[src/rtl/dma_router_pkg.sv]
package dma_router_pkg;
  typedef enum logic [1:0] {
    ROUTE_SERIAL = 2'b00,
    ROUTE_MIXED  = 2'b01,
    ROUTE_DMA    = 2'b10,
    ROUTE_NONE   = 2'b11
  } route_e;
endpackage

[src/rtl/dma_router_regs.sv]
module dma_router_regs #(
  parameter int NUM_CH = 6,
  parameter int SEL_W  = 4,
  parameter int ADDR_W = 3
) (
  input  logic                          clk,
  input  logic                          rst_n,
  input  logic [ADDR_W-1:0]             reg_addr,
  input  logic                          reg_we,
  input  logic [SEL_W-1:0]              reg_wdata,
  output logic [SEL_W-1:0]              reg_rdata,
  output logic [NUM_CH-1:0][SEL_W-1:0]  ch_sel_o,
  output dma_router_pkg::route_e        route_o
);
  import dma_router_pkg::*;

  localparam logic [ADDR_W-1:0] ROUTE_ADDR = ADDR_W'(NUM_CH);

  logic [NUM_CH-1:0][SEL_W-1:0] sel_q;
  route_e                       route_q;

  for (genvar c = 0; c < NUM_CH; c++) begin : g_ch
    always_ff @(posedge clk or negedge rst_n) begin
      if (!rst_n)
        sel_q[c] <= '0;
      else if (reg_we && reg_addr == ADDR_W'(c))
        sel_q[c] <= reg_wdata;
    end
  end

  always_ff @(posedge clk or negedge rst_n) begin
    if (!rst_n)
      route_q <= ROUTE_SERIAL;
    else if (reg_we && reg_addr == ROUTE_ADDR)
      route_q <= route_e'(reg_wdata[1:0]);
  end

  always_comb begin
    reg_rdata = '0;
    for (int c = 0; c < NUM_CH; c++)
      if (reg_addr == ADDR_W'(c)) reg_rdata = sel_q[c];
    if (reg_addr == ROUTE_ADDR) reg_rdata = SEL_W'(route_q);
  end

  assign ch_sel_o = sel_q;
  assign route_o  = route_q;

  AST_ROUTE_WRITE: assert property (@(posedge clk) disable iff (!rst_n)
    (reg_we && reg_addr == ROUTE_ADDR) |=> (route_q == $past(reg_wdata[1:0])));
  AST_SEL_HOLD: assert property (@(posedge clk) disable iff (!rst_n)
    (!reg_we) |=> $stable(sel_q));
endmodule

[src/rtl/dma_evt_edge.sv]
module dma_evt_edge #(
  parameter int NUM_EVT = 8
) (
  input  logic               clk,
  input  logic               rst_n,
  input  logic [NUM_EVT-1:0] evt_i,
  output logic [NUM_EVT-1:0] rise_o
);
  logic [NUM_EVT-1:0] evt_q;

  always_ff @(posedge clk or negedge rst_n) begin
    if (!rst_n) evt_q <= '0;
    else        evt_q <= evt_i;
  end

  assign rise_o = evt_i & ~evt_q;

  AST_RISE_ONCE: assert property (@(posedge clk) disable iff (!rst_n)
    (|rise_o) |=> ((rise_o & $past(rise_o)) == '0));
endmodule

[src/rtl/dma_sync_select.sv]
module dma_sync_select #(
  parameter int SEL_W   = 4,
  parameter int NUM_EVT = 8
) (
  input  logic               clk,
  input  logic               rst_n,
  input  logic [SEL_W-1:0]   sel_i,
  input  logic [NUM_EVT-1:0] rise_i,
  output logic               req_o,
  output logic               free_o
);
  logic hit;
  logic req_q;

  always_comb begin
    hit = 1'b0;
    for (int k = 0; k < NUM_EVT; k++)
      if (sel_i == SEL_W'(k + 1)) hit = rise_i[k];
  end

  always_ff @(posedge clk or negedge rst_n) begin
    if (!rst_n) req_q <= 1'b0;
    else        req_q <= hit;
  end

  assign req_o  = req_q;
  assign free_o = (sel_i == '0);

  AST_FREE_NO_REQ: assert property (@(posedge clk) disable iff (!rst_n)
    (sel_i == '0) |=> !req_q);
  AST_RESERVED_NO_REQ: assert property (@(posedge clk) disable iff (!rst_n)
    (sel_i > SEL_W'(NUM_EVT)) |=> !req_q);
  AST_REQ_HAS_EDGE: assert property (@(posedge clk) disable iff (!rst_n)
    req_q |-> $past(|rise_i));
endmodule

[src/rtl/dma_irq_mux.sv]
module dma_irq_mux #(
  parameter int NUM_IRQ = 4
) (
  input  logic                   clk,
  input  logic                   rst_n,
  input  dma_router_pkg::route_e route_i,
  input  logic [NUM_IRQ-1:0]     sp_irq_i,
  input  logic [NUM_IRQ-1:0]     dma_done_i,
  output logic [NUM_IRQ-1:0]     irq_o
);
  import dma_router_pkg::*;

  localparam int HALF = NUM_IRQ / 2;

  always_comb begin
    unique case (route_i)
      ROUTE_SERIAL: irq_o = sp_irq_i;
      ROUTE_MIXED:  irq_o = {dma_done_i[NUM_IRQ-1:HALF], sp_irq_i[HALF-1:0]};
      ROUTE_DMA:    irq_o = dma_done_i;
      default:      irq_o = '0;
    endcase
  end

  AST_IRQ_SOURCED: assert property (@(posedge clk) disable iff (!rst_n)
    ((irq_o & ~(sp_irq_i | dma_done_i)) == '0));
  AST_IRQ_RESERVED_QUIET: assert property (@(posedge clk) disable iff (!rst_n)
    (route_i == ROUTE_NONE) |-> (irq_o == '0));
  AST_IRQ_LOW_SERIAL: assert property (@(posedge clk) disable iff (!rst_n)
    (route_i != ROUTE_DMA) |-> (irq_o[HALF-1:0] == sp_irq_i[HALF-1:0]) || route_i == ROUTE_NONE);
endmodule

[src/rtl/dma_evt_router.sv]
module dma_evt_router #(
  parameter int NUM_CH  = 6,
  parameter int SEL_W   = 4,
  parameter int NUM_EVT = 8,
  parameter int NUM_IRQ = 4,
  parameter int ADDR_W  = 3
) (
  input  logic               clk,
  input  logic               rst_n,
  input  logic [ADDR_W-1:0]  reg_addr,
  input  logic               reg_we,
  input  logic [SEL_W-1:0]   reg_wdata,
  output logic [SEL_W-1:0]   reg_rdata,
  input  logic [NUM_EVT-1:0] evt_i,
  input  logic [NUM_IRQ-1:0] sp_irq_i,
  input  logic [NUM_IRQ-1:0] dma_done_i,
  output logic [NUM_CH-1:0]  sync_req_o,
  output logic [NUM_CH-1:0]  free_run_o,
  output logic [NUM_IRQ-1:0] irq_o
);
  import dma_router_pkg::*;

  logic [NUM_CH-1:0][SEL_W-1:0] ch_sel;
  route_e                       route;
  logic [NUM_EVT-1:0]           rise;

  dma_router_regs #(.NUM_CH(NUM_CH), .SEL_W(SEL_W), .ADDR_W(ADDR_W)) u_regs (
    .clk(clk), .rst_n(rst_n), .reg_addr(reg_addr), .reg_we(reg_we),
    .reg_wdata(reg_wdata), .reg_rdata(reg_rdata), .ch_sel_o(ch_sel), .route_o(route)
  );

  dma_evt_edge #(.NUM_EVT(NUM_EVT)) u_edge (
    .clk(clk), .rst_n(rst_n), .evt_i(evt_i), .rise_o(rise)
  );

  for (genvar c = 0; c < NUM_CH; c++) begin : g_sync
    dma_sync_select #(.SEL_W(SEL_W), .NUM_EVT(NUM_EVT)) u_sel (
      .clk(clk), .rst_n(rst_n), .sel_i(ch_sel[c]), .rise_i(rise),
      .req_o(sync_req_o[c]), .free_o(free_run_o[c])
    );
  end

  dma_irq_mux #(.NUM_IRQ(NUM_IRQ)) u_irq (
    .clk(clk), .rst_n(rst_n), .route_i(route), .sp_irq_i(sp_irq_i),
    .dma_done_i(dma_done_i), .irq_o(irq_o)
  );

  AST_FREE_NOT_REQ: assert property (@(posedge clk) disable iff (!rst_n)
    ((free_run_o & sync_req_o & $past(free_run_o)) == '0));
endmodule

[config.mk]
export PLATFORM = sky130hd
export DESIGN_NAME = dma_evt_router
export DESIGN_NICKNAME = d
export VERILOG_FILES = /design/src/rtl/dma_router_pkg.sv /design/src/rtl/dma_router_regs.sv /design/src/rtl/dma_evt_edge.sv /design/src/rtl/dma_sync_select.sv /design/src/rtl/dma_irq_mux.sv /design/src/rtl/dma_evt_router.sv
export SDC_FILE = /design/constraint.sdc
export NUM_CORES = 1
export LEC_CHECK = 0
export ABC_AREA = 1
export BUFFER_PORTS_ARGS = -buffer_cell sky130_fd_sc_hd__buf_2
export CAP_MARGIN = 20
export CORE_MARGIN = 8
export CORE_UTILIZATION = 55
export CTS_BUF_LIST = sky130_fd_sc_hd__clkbuf_2
export DETAILED_ROUTE_END_ITERATION = 10
export MAX_ROUTING_LAYER = met4
export PLACE_DENSITY_LB_ADDON = 0.05
export SYNTH_ARGS = -nofsm -noshare
export SYNTH_HDL_FRONTEND = slang
export SYNTH_SLANG_ARGS = --single-unit
[constraint.sdc]
create_clock -name clk -period 1.2 [get_ports clk]
set_clock_uncertainty 0.05 [all_clocks]
set_input_delay 0.06 -clock clk [delete_from_list [all_inputs] [get_ports clk]]
set_output_delay 0.06 -clock clk [all_outputs]
set_load 0.02 [all_outputs]
; ---- After elaboration in Yosys (flattened, before gate mapping)
; Cells that the tools add are included.
; W data, S select, Z words.
[op_classes]
n_eq_ne = 56
n_mux = 56
bitwise = 2
n_reduce_logical = 15
[ops]
columns = cell, n
row1 = $eq A4 B3 Y1 const B, 24
row2 = $eq A4 B2 Y1 const B, 12
row3 = $mux W1, 48
row4 = $mux W4, 7
row5 = $eq A4 B1 Y1 const B, 6
row6 = $eq A4 B4 Y1 const B, 6
row7 = $logic_not A4 Y1, 6
row8 = $pmux W4 S3, 1
row9 = $eq A3 B3 Y1 const B, 3
row10 = $and A8 B8 Y8, 1
row11 = $not A8 Y8, 1
row12 = $logic_and A1 B1 Y1, 7
row13 = $eq A3 B2 Y1 const B, 2
row14 = $eq A3 B1 Y1 const B, 1
row15 = $logic_not A3 Y1, 1
row16 = $eq A2 B1 Y1 const B, 1
row17 = $eq A2 B2 Y1 const B, 1
row18 = $logic_not A2 Y1, 1
[totals]
regBits = 40
in_bits = 26
output_inout_bits = 20
word_cells = 143

; ---- Depth between registers and ports, before layout
; Gate-level depths: netlist of run 1.
[depth]
word_depth = 10
depth_mapped = 9
depth_no_buf = 9

; ---- Hierarchy
; Synthesis of run 1 repeated with hierarchy kept, for this count alone.
[unflattened]
hier_cells = 349
hier_area_um2 = 2354.8
[by_module_without_submodules]
columns = module, n_inst, cells_per_inst, area_each_um2, seq_area_each_um2
row1 = dma_router_regs, 1, 146, 1197.4, 650.6
row2 = dma_sync_select, 6, 27, 133.9, 25.0
row3 = dma_evt_edge, 1, 24, 280.3, 200.2
row4 = dma_irq_mux, 1, 17, 73.8, 0.0

; ---- Least setup slack after synthesis of run 1
; No wires, ideal clock.
[synth_timing]
path_type = flip-flop to output port
startpoint = register u_regs.route_q[1], in the netlist u_regs.route_o[1]
endpoint = output port irq_o[2]
arrival_time_ps = 1231
t_required_ps = 1090
path_slack_ps = -141
path_stages_with_launch = 3
path_buffers = 0
cell_sequence = dfrtp_1 -> or2_2 -> o21ai_0
[synth_between]
elab_chain_cells = 2
word_cells_on_any_way = 4
classes_between = eq/ne: 2 / mux: 1 / reduce/logical: 1
[synth_lines]
columns = element, line_no
row1 = "start, declared", dma_router_regs.sv:20  ; route_e route_q;
row2 = "start signal, assigned", dma_router_regs.sv:35  ; route_q <= route_e'(reg_wdata[1:0]);
row3 = $eq A2 B2 Y1 (tied with other cells), dma_irq_mux.sv:16  ; unique case (route_i)
row4 = $pmux W4 S3 (*), dma_irq_mux.sv:16
row5 = "end, declared", dma_evt_router.sv:19  ; output logic [NUM_IRQ-1:0] irq_o
; Mark *: on every way between the ends. The rest lies on a longest branch, timed or not.

; ---- Worst setup path in the final report of run 1
[layout_timing]
startpoint = register u_regs.route_q[0], in the netlist u_regs.route_o[0]
endpoint = output port irq_o[2]
; The elaborated chain is that of the path after synthesis.

==> flow_summary.ini, run 1 <==
[finish]
num-nets-final = 481
instances_no_fill = 508
final_common_cell = nand2_1
final_cell_mix = nand2_1 (113), buf_4 (40), inv_1 (33)
fin_area_um2 = 3490
synthToLayoutAreaGrowth_pct = 43.2
insertedDiodeCount = 0
ff_latch_area_um2 = 1020
multiInputGateArea_um2 = 1310
drive_gt1_frac = 0.382
nFillCells = 302

[setup_path]
path_buf_inv = 1
cp-end-kind = output port
crit_slowest_cell = dfrtp_1
crit_type = reg -> out
r2r_start = u_regs.ch_sel_o[9]
slowest_delay_ns = 0.49
required_ns = 1.09
cp.arrival_ns = 1.50
worst_setup_path_start_kind = flop
path_cells = or2_4 -> o21ai_2 -> buf_6
crit_fanout = 4
crit_family = flip-flops
critPathLaunch = u_regs.route_o[0]

[pwr]
p_leak_nw = 1.79
power.density_nw_per_um2 = 1430
switchingPower_mw = 1.96
power_frac_comb = 0.461
p_total_mw = 4.99
swShare = 0.393
pwr-share-clk = 0.169
p_seq_frac = 0.371
internal_power_mw = 3.03
ir_drop_mv = 0.934

[die]
die_h_um = 82.6
core_um2 = 4320
start_util = 0.563
die-width_um = 82.6
die-area_um2 = 6810
num_rows = 24
pin_count = 46

[grt]
grt_pass1_vias = 2509
grt_pass1_wl_mm = 11.3
grt.overflow.total = 0
grt_use_met2 = 0.370
antenna_found_initial = 0
grt_start_max_net_pins = 26
top_usage_layer = met2
grtUsageTotal = 0.222
use_met1 = 0.267
grt.met3_usage = 0.0444

[clock_tree]
clk_pin_slew_ns = 0.23
clk_latency_ns = 0.43
clockBufferDepth = 2
numCtsBuffers = 5
cts-root-buf = clkbuf_2
cts.htree.levels = 2
cts.sinks = 40
cts_tree = done

[timing]
fmax_mhz = 621
setup_slack_ns = -0.411
worst_pin_slew_ns = 0.393
drv_slew = 0
finalWorstPathRequiredPeriod_ns = 1.61
rsz0062_at_grt = yes
maxSlewHeadroom = 0.738
setup_viol = 18
hold_viol = 0
fin_crit_sh = 1.34

[flow_run]
max_cap_viol_count = 0

[route]
viasPerCell = 5.36
first_pass_iters = 5
drt_drc_violations_left = 0
drt-total-wl_mm = 7.74
dr.first_iter.drc_count = 201
vias = 2725
drtAntennaViolNets = 0
wl_per_cell_um = 15.2

[place]
dpl_cell_area_um2 = 2720
pre_cts_slack_ns = 0.00231
placedCellCount = 452
dp_hpwl_mm = 4.71
portBuffers = 45
gp_congestion = 0.910

[synthesis]
synth-seq-area-share = 0.411
yosysWarnings = 0
synth_nets = 386
ys_ff_latch = 40
postSynthCellCount = 360
synth_top_area_cell = dfrtp_1
syn_area_um2 = 2440
ys_top_cells_by_area = dfrtp_1 (41%), nand2_1 (18%), inv_1 (6.3%), nor2_1 (6.0%), nand3_1 (5.3%)
syn_area_per_cell_um2 = 6.77
ys_types = 24
synth_top_area_frac = 0.411

[hold_path]
hold_path_class = in -> async

[run_status]
violations = setup timing
outcome = complete, but fails checks
[power groups by stage]
stage               Sequential (mW)  Combinational [mW]  Clock, mW
floorplan                      1.75                1.23          0
global placement               1.89                1.42          0
detailed placement             1.90                1.44          0
CTS                            1.83                1.91      0.837
global route                   1.87                2.48      0.897
finish                         1.85                2.30      0.841
[cells in the mapped netlist]
cell,count
and3_1,1
a21oi_1,14
nor3_4,1
o21ai_1,18
buf_4,12
nor4_1,3
nor2_1,39
nand2_2,5
nand2_4,1
inv_1,41
nand3_2,1
nand3b_1,2
nor2_2,3
clkbuf_2,1
nand2_1,116
nor2_4,1
inv_2,5
nor3_1,2
or2_2,1
buf_2,7
nand4_1,4
dfrtp_1,40
nand3_1,26
o21ai_0,16
[area by class of cell]
type / count / area share
multi-input cells: 254 / 0.374
flip-flops and latches: 40 / 0.292
repair buffers: 108 / 0.247
inverters: 46 / 0.0502
well taps: 52 / 0.0186
clock inverters: 2 / 0.0100
clock buffers: 6 / 0.00861
[flip-flops by register name, summed over array words and instances, names as in the netlist]
name and cells:
u_regs.ch_sel_o 24, u_regs.route_o 2, g_sync.u_sel.req_o 6, u_edge.evt_q 8
[timing repair]
item | CTS | global route
endpoints found under the setup margin | 15 | 20
buffers inserted | 25 | 14
resized for setup | 46 | 60
endpoints found under the hold margin | 72 | 0
pin swaps | 15 | 38
hold buffers | 15 | 0
[final timing paths]
kind                                               to  slack [ns]  depth (start not counted)
min in group clk                   u_regs.ch_sel_o[6]        0.04                          4
worst min-delay path            g_sync[2].u_sel.req_o       0.009                          2
max in group asynchronous         u_regs.ch_sel_o[16]        0.63                          3
worst min register to register    u_regs.ch_sel_o[13]        0.49                          2
worst max register to register  g_sync[2].u_sel.req_o       -0.17                         10
worst max-delay path                         irq_o[2]       -0.41                          3
[per-layer routing]
metal / part of all wire / wire length [µm] / up-vias
li1: - / - / 1310
met1: 0.42 / 3230 / 1242
met2: 0.49 / 3810 / 157
met3: 0.075 / 582 / 16
met4: 0.015 / 118 / 0
met5: 0 / 0 / -
[stage by stage]
step | hold slack, ns | setup TNS, ns | util
6_report | 0.00930 | -4.84 | 0.807
5_1_grt | 0.0109 | -6.51 | 0.807
4_1_cts | 0.00757 | -4.27 | 0.746
3_5_place_dp | -0.0507 | 0 | 0.629
3_3_place_gp | -0.0525 | -0.000877 | 0.629
2_1_floorplan | -0.286 | -0.283 | -
[kinds of logic after synthesis]
logic type | synth area share
AO/OA/AOI/OAI | 0.0986
buffers and inverters | 0.124
flip-flops | 0.411
AND/OR/NAND/NOR | 0.366
Note: power is estimated with default switching activity, not from simulation.
==> inputs of run 2 (changes only) <==
- GPL_TIMING_DRIVEN: unset -> 0
- SYNTH_HIERARCHICAL: unset -> 1
==> run 2 against run 1 <==
  * The flow still finishes with violations (setup timing)
  * Global-route usage grew 0.61 points
  * Critical path depth up 2
  * Routed wire length down 3.6%
  * Combinational power shrank 12%
  * Critical endpoint is now reg_rdata[1]
  * Largest cell class unchanged
  * Largest power group unchanged
==> flow_summary.ini, run 2 <==
[run_status]
outcome = complete, but fails checks
violations = setup timing

[finish]
num-nets-final = 469
insertedDiodeCount = 0
fin_area_um2 = 3400
synthToLayoutAreaGrowth_pct = 44.4
fin_util = 0.838
largest_reg_flops = 24
drive_gt1_frac = 0.358
final_cell_mix = nand2_1 (113), inv_1 (49), nand3_1 (39)
final_common_cell = nand2_1

[setup_path]
required_ns = 1.09
slowest_delay_ns = 0.48
worst_setup_path_start_kind = flop
path_buf_inv = 1
cpMostUsedCell = nand3_1
crit_family = flip-flops
crit_type = reg -> out
cp.arrival_ns = 1.53
path_cells = nand3_1 -> nand3_1 -> nor2_1 -> nand4_1 -> buf_2
crit_slowest_cell = dfrtp_2
crit_fanout = 2
cp-end-kind = output port

[place]
portBuffers = 44
gp_congestion = 0.916
dpl_cell_area_um2 = 2680
dp_hpwl_mm = 4.50
pre_cts_slack_ns = -0.0106

[synthesis]
ys_top_cells_by_area = dfrtp_1 (43%), nand2_1 (19%), nand3_1 (10%), inv_1 (8.6%), nand4_1 (3.5%)
postSynthCellCount = 349
ys_types = 16
ys_ff_latch = 40
synth-seq-area-share = 0.425
synth_edf_count = 0
synth_top_area_cell = dfrtp_1
synth_nets = 375
synth_top_area_frac = 0.425
ys.flop_type = dfrtp_1
synthArstFlopShare = 1.00
syn_area_um2 = 2350
yosys-top-cells-count = nand2_1 (119), inv_1 (54), nand3_1 (47)
yosysWarnings = 6
syn_area_per_cell_um2 = 6.75
synth_most_common_cell = nand2_1

[pwr]
p_seq_frac = 0.401
power.density_nw_per_um2 = 1410
p_total_mw = 4.79
switchingPower_mw = 1.91
ir_drop_mv = 0.992
pwr-share-clk = 0.176
internal_power_mw = 2.89
swShare = 0.398
power_frac_comb = 0.423
p_leak_nw = 1.74

[die]
die_h_um = 81.4
die-width_um = 81.4
core_um2 = 4060
start_util = 0.580
num_rows = 23
pin_count = 46
die-area_um2 = 6630

[grt]
grtUsageTotal = 0.228
grt_pass1_vias = 2520
grt_start_max_net_pins = 41
antenna_found_initial = 0
grt.overflow.total = 0
grt_pass1_wl_mm = 11.5

[clock_tree]
clk_pin_slew_ns = 0.23
clockBufferDepth = 2
cts_tree = done
cts-root-buf = clkbuf_2
clk_latency_ns = 0.42
cts.htree.levels = 2
cts.sinks = 40
numCtsBuffers = 5

[route]
dr.first_iter.drc_count = 216
first_pass_iters = 6
vias = 2678
wl_per_cell_um = 15.1
drt-total-wl_mm = 7.46
drtAntennaViolNets = 0
drt_drc_violations_left = 0
viasPerCell = 5.42

[hold_path]
hold_path_class = in -> reg

[timing]
worst_pin_slew_ns = 0.895
setup_viol = 16
rsz0062_at_grt = yes
setup_slack_ns = -0.437
drv_slew = 0
maxSlewHeadroom = 0.403
fin_hold_ws_ns = 0.108
fmax_mhz = 611
fin_crit_sh = 1.36
finalWorstPathRequiredPeriod_ns = 1.64
hold_viol = 0

[flow_run]
max_cap_viol_count = 0
## run 2: cell types whose count changed after synthesis, moves of 3 or more
cell / change
a21oi_1: -14
buf_2: -7
buf_4: -11
nand2_1: +3
o21ai_1: -4
o21ai_0: -4
inv_2: +5
inv_1: +13
nor2_1: -24
nor4_1: +3
nand4_1: +9
nand3_1: +21
nor2_2: +8
## run 2: worst min-delay path, cell delays in order
cell     delay, ns
buf_4         0.15
nor3_1        0.09
nand2_1       0.18
o21ai_0       0.10
## run 2: kinds of logic (layout without fill, tap and decap cells)
kind of cell,count (synthesis),in the layout,synth area share
simple gates,218,218,0.414
buf+inv,65,160,0.105
compound gates,26,26,0.0553
flops,40,40,0.425
## run 2: final timing paths
| kind | start | end | slack (ns) | cells after the start |
|---|---|---|---|---|
| worst max-delay path | u_regs/ch_sel_o[1] | reg_rdata[1] | -0.44 | 5 |
| max in group asynchronous | rst_n | u_regs/ch_sel_o[21] | 0.28 | 2 |
| min in group asynchronous | rst_n | u_regs/ch_sel_o[1] | 0.19 | 2 |
| worst max register to register | u_regs/ch_sel_o[9] | g_sync[2].u_sel/req_o | -0.20 | 10 |
| worst min-delay path | reg_addr[1] | u_regs/ch_sel_o[2] | 0.11 | 4 |
| worst min register to register | u_regs/ch_sel_o[21] | u_regs/ch_sel_o[21] | 0.55 | 2 |
## run 2: cell type report
class | count | area [µm²]
buffer | 1 | 7.51
clock buffer | 5 | 25.0
clock inverter | 3 | 42.5
fill | 251 | 658
inverter | 64 | 248
multi-input combinational | 244 | 1290
sequential | 40 | 1030
tap | 50 | 62.6
timing repair buffer | 87 | 689
## run 2: routing by layer
layer	up-vias	wire (µm)	part of all wire	track usage
li1	1298	-	-	-
met3	18	513	0.069	0.0415
met5	-	0	0	-
met4	0	157	0.021	0.0750
met2	115	3730	0.50	0.376
met1	1247	3060	0.41	0.274
## run 2: stage by stage
step | instances | TNS (ns)
3_5_place_dp | 443 | -0.0180
5_1_grt | 494 | -5.81
2_1_floorplan | 349 | 0
3_3_place_gp | 443 | 0
4_1_cts | 489 | -4.28
6_report | 494 | -4.82
## run 2: timing repair
| item | in CTS | in global routing |
|---|---|---|
| gates cloned | 0 | 0 |
| buffers inserted | 23 | 5 |
| pin swaps | 16 | 27 |
| hold buffers | 15 | 0 |
| endpoints found under the setup margin | 20 | 20 |
| gates resized for setup | 57 | 35 |
| endpoints found under the hold margin | 78 | 0 |
## run 2: power by group through the flow
stage | registers, mW | logic (mW) | clock network (mW)
3_3_place_gp | 1.96 | 1.24 | 0
5_1_grt | 1.96 | 2.21 | 0.898
3_5_place_dp | 1.97 | 1.28 | 0
6_report | 1.92 | 2.03 | 0.843
4_1_cts | 1.87 | 1.78 | 0.853
2_1_floorplan | 1.95 | 0.831 | 0
==> inputs of run 3 (changes only) <==
- SKIP_CTS_REPAIR_TIMING: unset -> 1
- SYNTH_HIERARCHICAL: 1 -> unset
==> run 3 against run 2 <==
  * The run ends with hold timing, setup timing left
  * Maximum frequency fell by 0.37%
  * Routed wire length fell by 2.1%
  * Sequential share of layout area fell by 0.95 points
  * Clock power rose by 0.9%
  * Largest cell class unchanged
  * Non-clock buffer count rose by 5
  * Combinational power rose by 15%
  * Highest routed layer unchanged
  * Worst setup slack got worse by 0.0061 ns
  * Core utilization fell by 3.4 points
  * Worst hold slack got worse by 0.13 ns
  * Sequential cell count did not move
  * Design area rose by 2.2%
==> flow_summary.ini, run 3 (synthesized netlist as in run 1, its figures left out) <==
[pwr]
p_leak_nw = 1.73
ir_drop_mv = 0.919
p_total_mw = 5.09
power.density_nw_per_um2 = 1460

[die]
num_rows = 24
die-area_um2 = 6810
die-width_um = 82.6
pin_count = 46
start_util = 0.563
die_h_um = 82.6
core_um2 = 4320

[clock_tree]
cts-root-buf = clkbuf_2
clockBufferDepth = 2
cts_tree = done
cts.sinks = 40
clk_latency_ns = 0.44
clk_pin_slew_ns = 0.23
cts.htree.levels = 2
numCtsBuffers = 5

[setup_path]
r2r_start = u_regs.ch_sel_o[6]
crit_slowest_cell = dfrtp_1
path_cells = buf_6 -> nand2_2 -> and3_4 -> nand4_1 -> buf_6
crit_type = reg -> out
cp-end-kind = output port
crit_fanout = 6
r2r_end = g_sync[1].u_sel.req_o
worst_setup_path_start_kind = flop
cpMostUsedCell = buf_6
critPathLaunch = u_regs.ch_sel_o[6]
worstSetupEndpoint = reg_rdata[2]
rr_worst_depth = 10
required_ns = 1.09
slowest_delay_ns = 0.45
cp.arrival_ns = 1.53
rrSetupSlack_ns = -0.23

[timing]
fin_crit_sh = 1.37
setup_slack_ns = -0.443
maxSlewHeadroom = 0.407
fin_hold_ws_ns = -0.0227
hold_viol = 3
setup_viol = 18
drv_slew = 0
rsz0062_at_grt = yes
finalWorstPathRequiredPeriod_ns = 1.64
fin_tns_setup_ns = -5.44
fmax_mhz = 609
worst_pin_slew_ns = 0.890

[finish]
synthToLayoutAreaGrowth_pct = 42.7
final_common_cell = nand2_1
insertedDiodeCount = 0
drive_gt1_frac = 0.395
fin_area_um2 = 3480
instances_no_fill = 493
final_cell_mix = nand2_1 (106), inv_1 (33), buf_6 (31)
fin_util = 0.804
largest_reg_flops = 24
nFillCells = 298
num-nets-final = 466

[route]
wl_per_cell_um = 14.8
viasPerCell = 5.26
dr.first_iter.drc_count = 250
vias = 2592
drt_drc_violations_left = 0
first_pass_iters = 5
drtAntennaViolNets = 0
drt-total-wl_mm = 7.30

[place]
portBuffers = 45
placedCellCount = 457
dpl_cell_area_um2 = 2730
gp_congestion = 0.940
pre_cts_slack_ns = -0.130
dp_hpwl_mm = 4.38

[grt]
antenna_found_initial = 0
grt_pass1_wl_mm = 10.2
grt_start_max_net_pins = 41
grt_pass1_vias = 2223
grtUsageTotal = 0.196
grt.overflow.total = 0

[flow_run]
max_cap_viol_count = 0

[hold_path]
hold_path_class = in -> reg

[run_status]
outcome = complete, but fails checks
violations = hold timing, setup timing
-- run 3: cell types whose count changed in the layout (fill, tap and decap cells not counted), moves of 7 or more --
cell	change
inv_1	-16
nand3_1	-23
nor2_1	+11
nand2_1	-7
nand4_1	-9
a21oi_1	+12
dfrtp_1	+8
dfrtp_2	-8
buf_6	+16
-- run 3: report_power, final --
group / total (mW) / internal [mW] / switching, mW
combinational: 2.33 / 1.12 / 1.21
sequential: 1.91 / 1.61 / 0.300
clock: 0.851 / 0.347 / 0.504
-- run 3: routing by layer --
metal,global-route usage,part of all wire,vias up
li1,-,-,1288
met1,0.253,0.42,1187
met2,0.313,0.49,106
met3,0.0379,0.071,11
met4,0.0431,0.017,0
met5,-,0,-
-- run 3: how the worst min path moves through the flow --
stage | slack, ns | cells past startpoint | to | from
6_report | -0.02 | 4 | u_regs.ch_sel_o[11] | reg_addr[0]
5_1_grt | -0.005 | 4 | u_regs.ch_sel_o[11] | reg_addr[0]
4_1_cts | -0.32 | 1 | u_regs.ch_sel_o[2] | rst_n
3_5_place_dp | 0.13 | 1 | u_edge.evt_q[3] | evt_i[3]
3_3_place_gp | 0.13 | 1 | u_edge.evt_q[3] | evt_i[3]
2_1_floorplan | -0.29 | 0 | g_sync[0].u_sel.req_o | rst_n
-- run 3: critical path, delay by kind of cell, from the launching register on --
kind	cells	cell delay [ns]
buf+inv	2	0.31
simple gates	3	0.34
flops	1	0.45
-- run 3: final cells by class --
type                            count  area [µm²]  share of cell area
Buffer                              5        48.8              0.0140
Clock buffer                        5        25.0             0.00720
Timing Repair Buffer               88         738               0.212
Clock inverter                      3        42.5              0.0122
Multi-Input combinational cell    254        1360               0.391
Sequential cell                    40        1020               0.293
Tap cell                           52        65.1              0.0187
Inverter                           46         178              0.0511
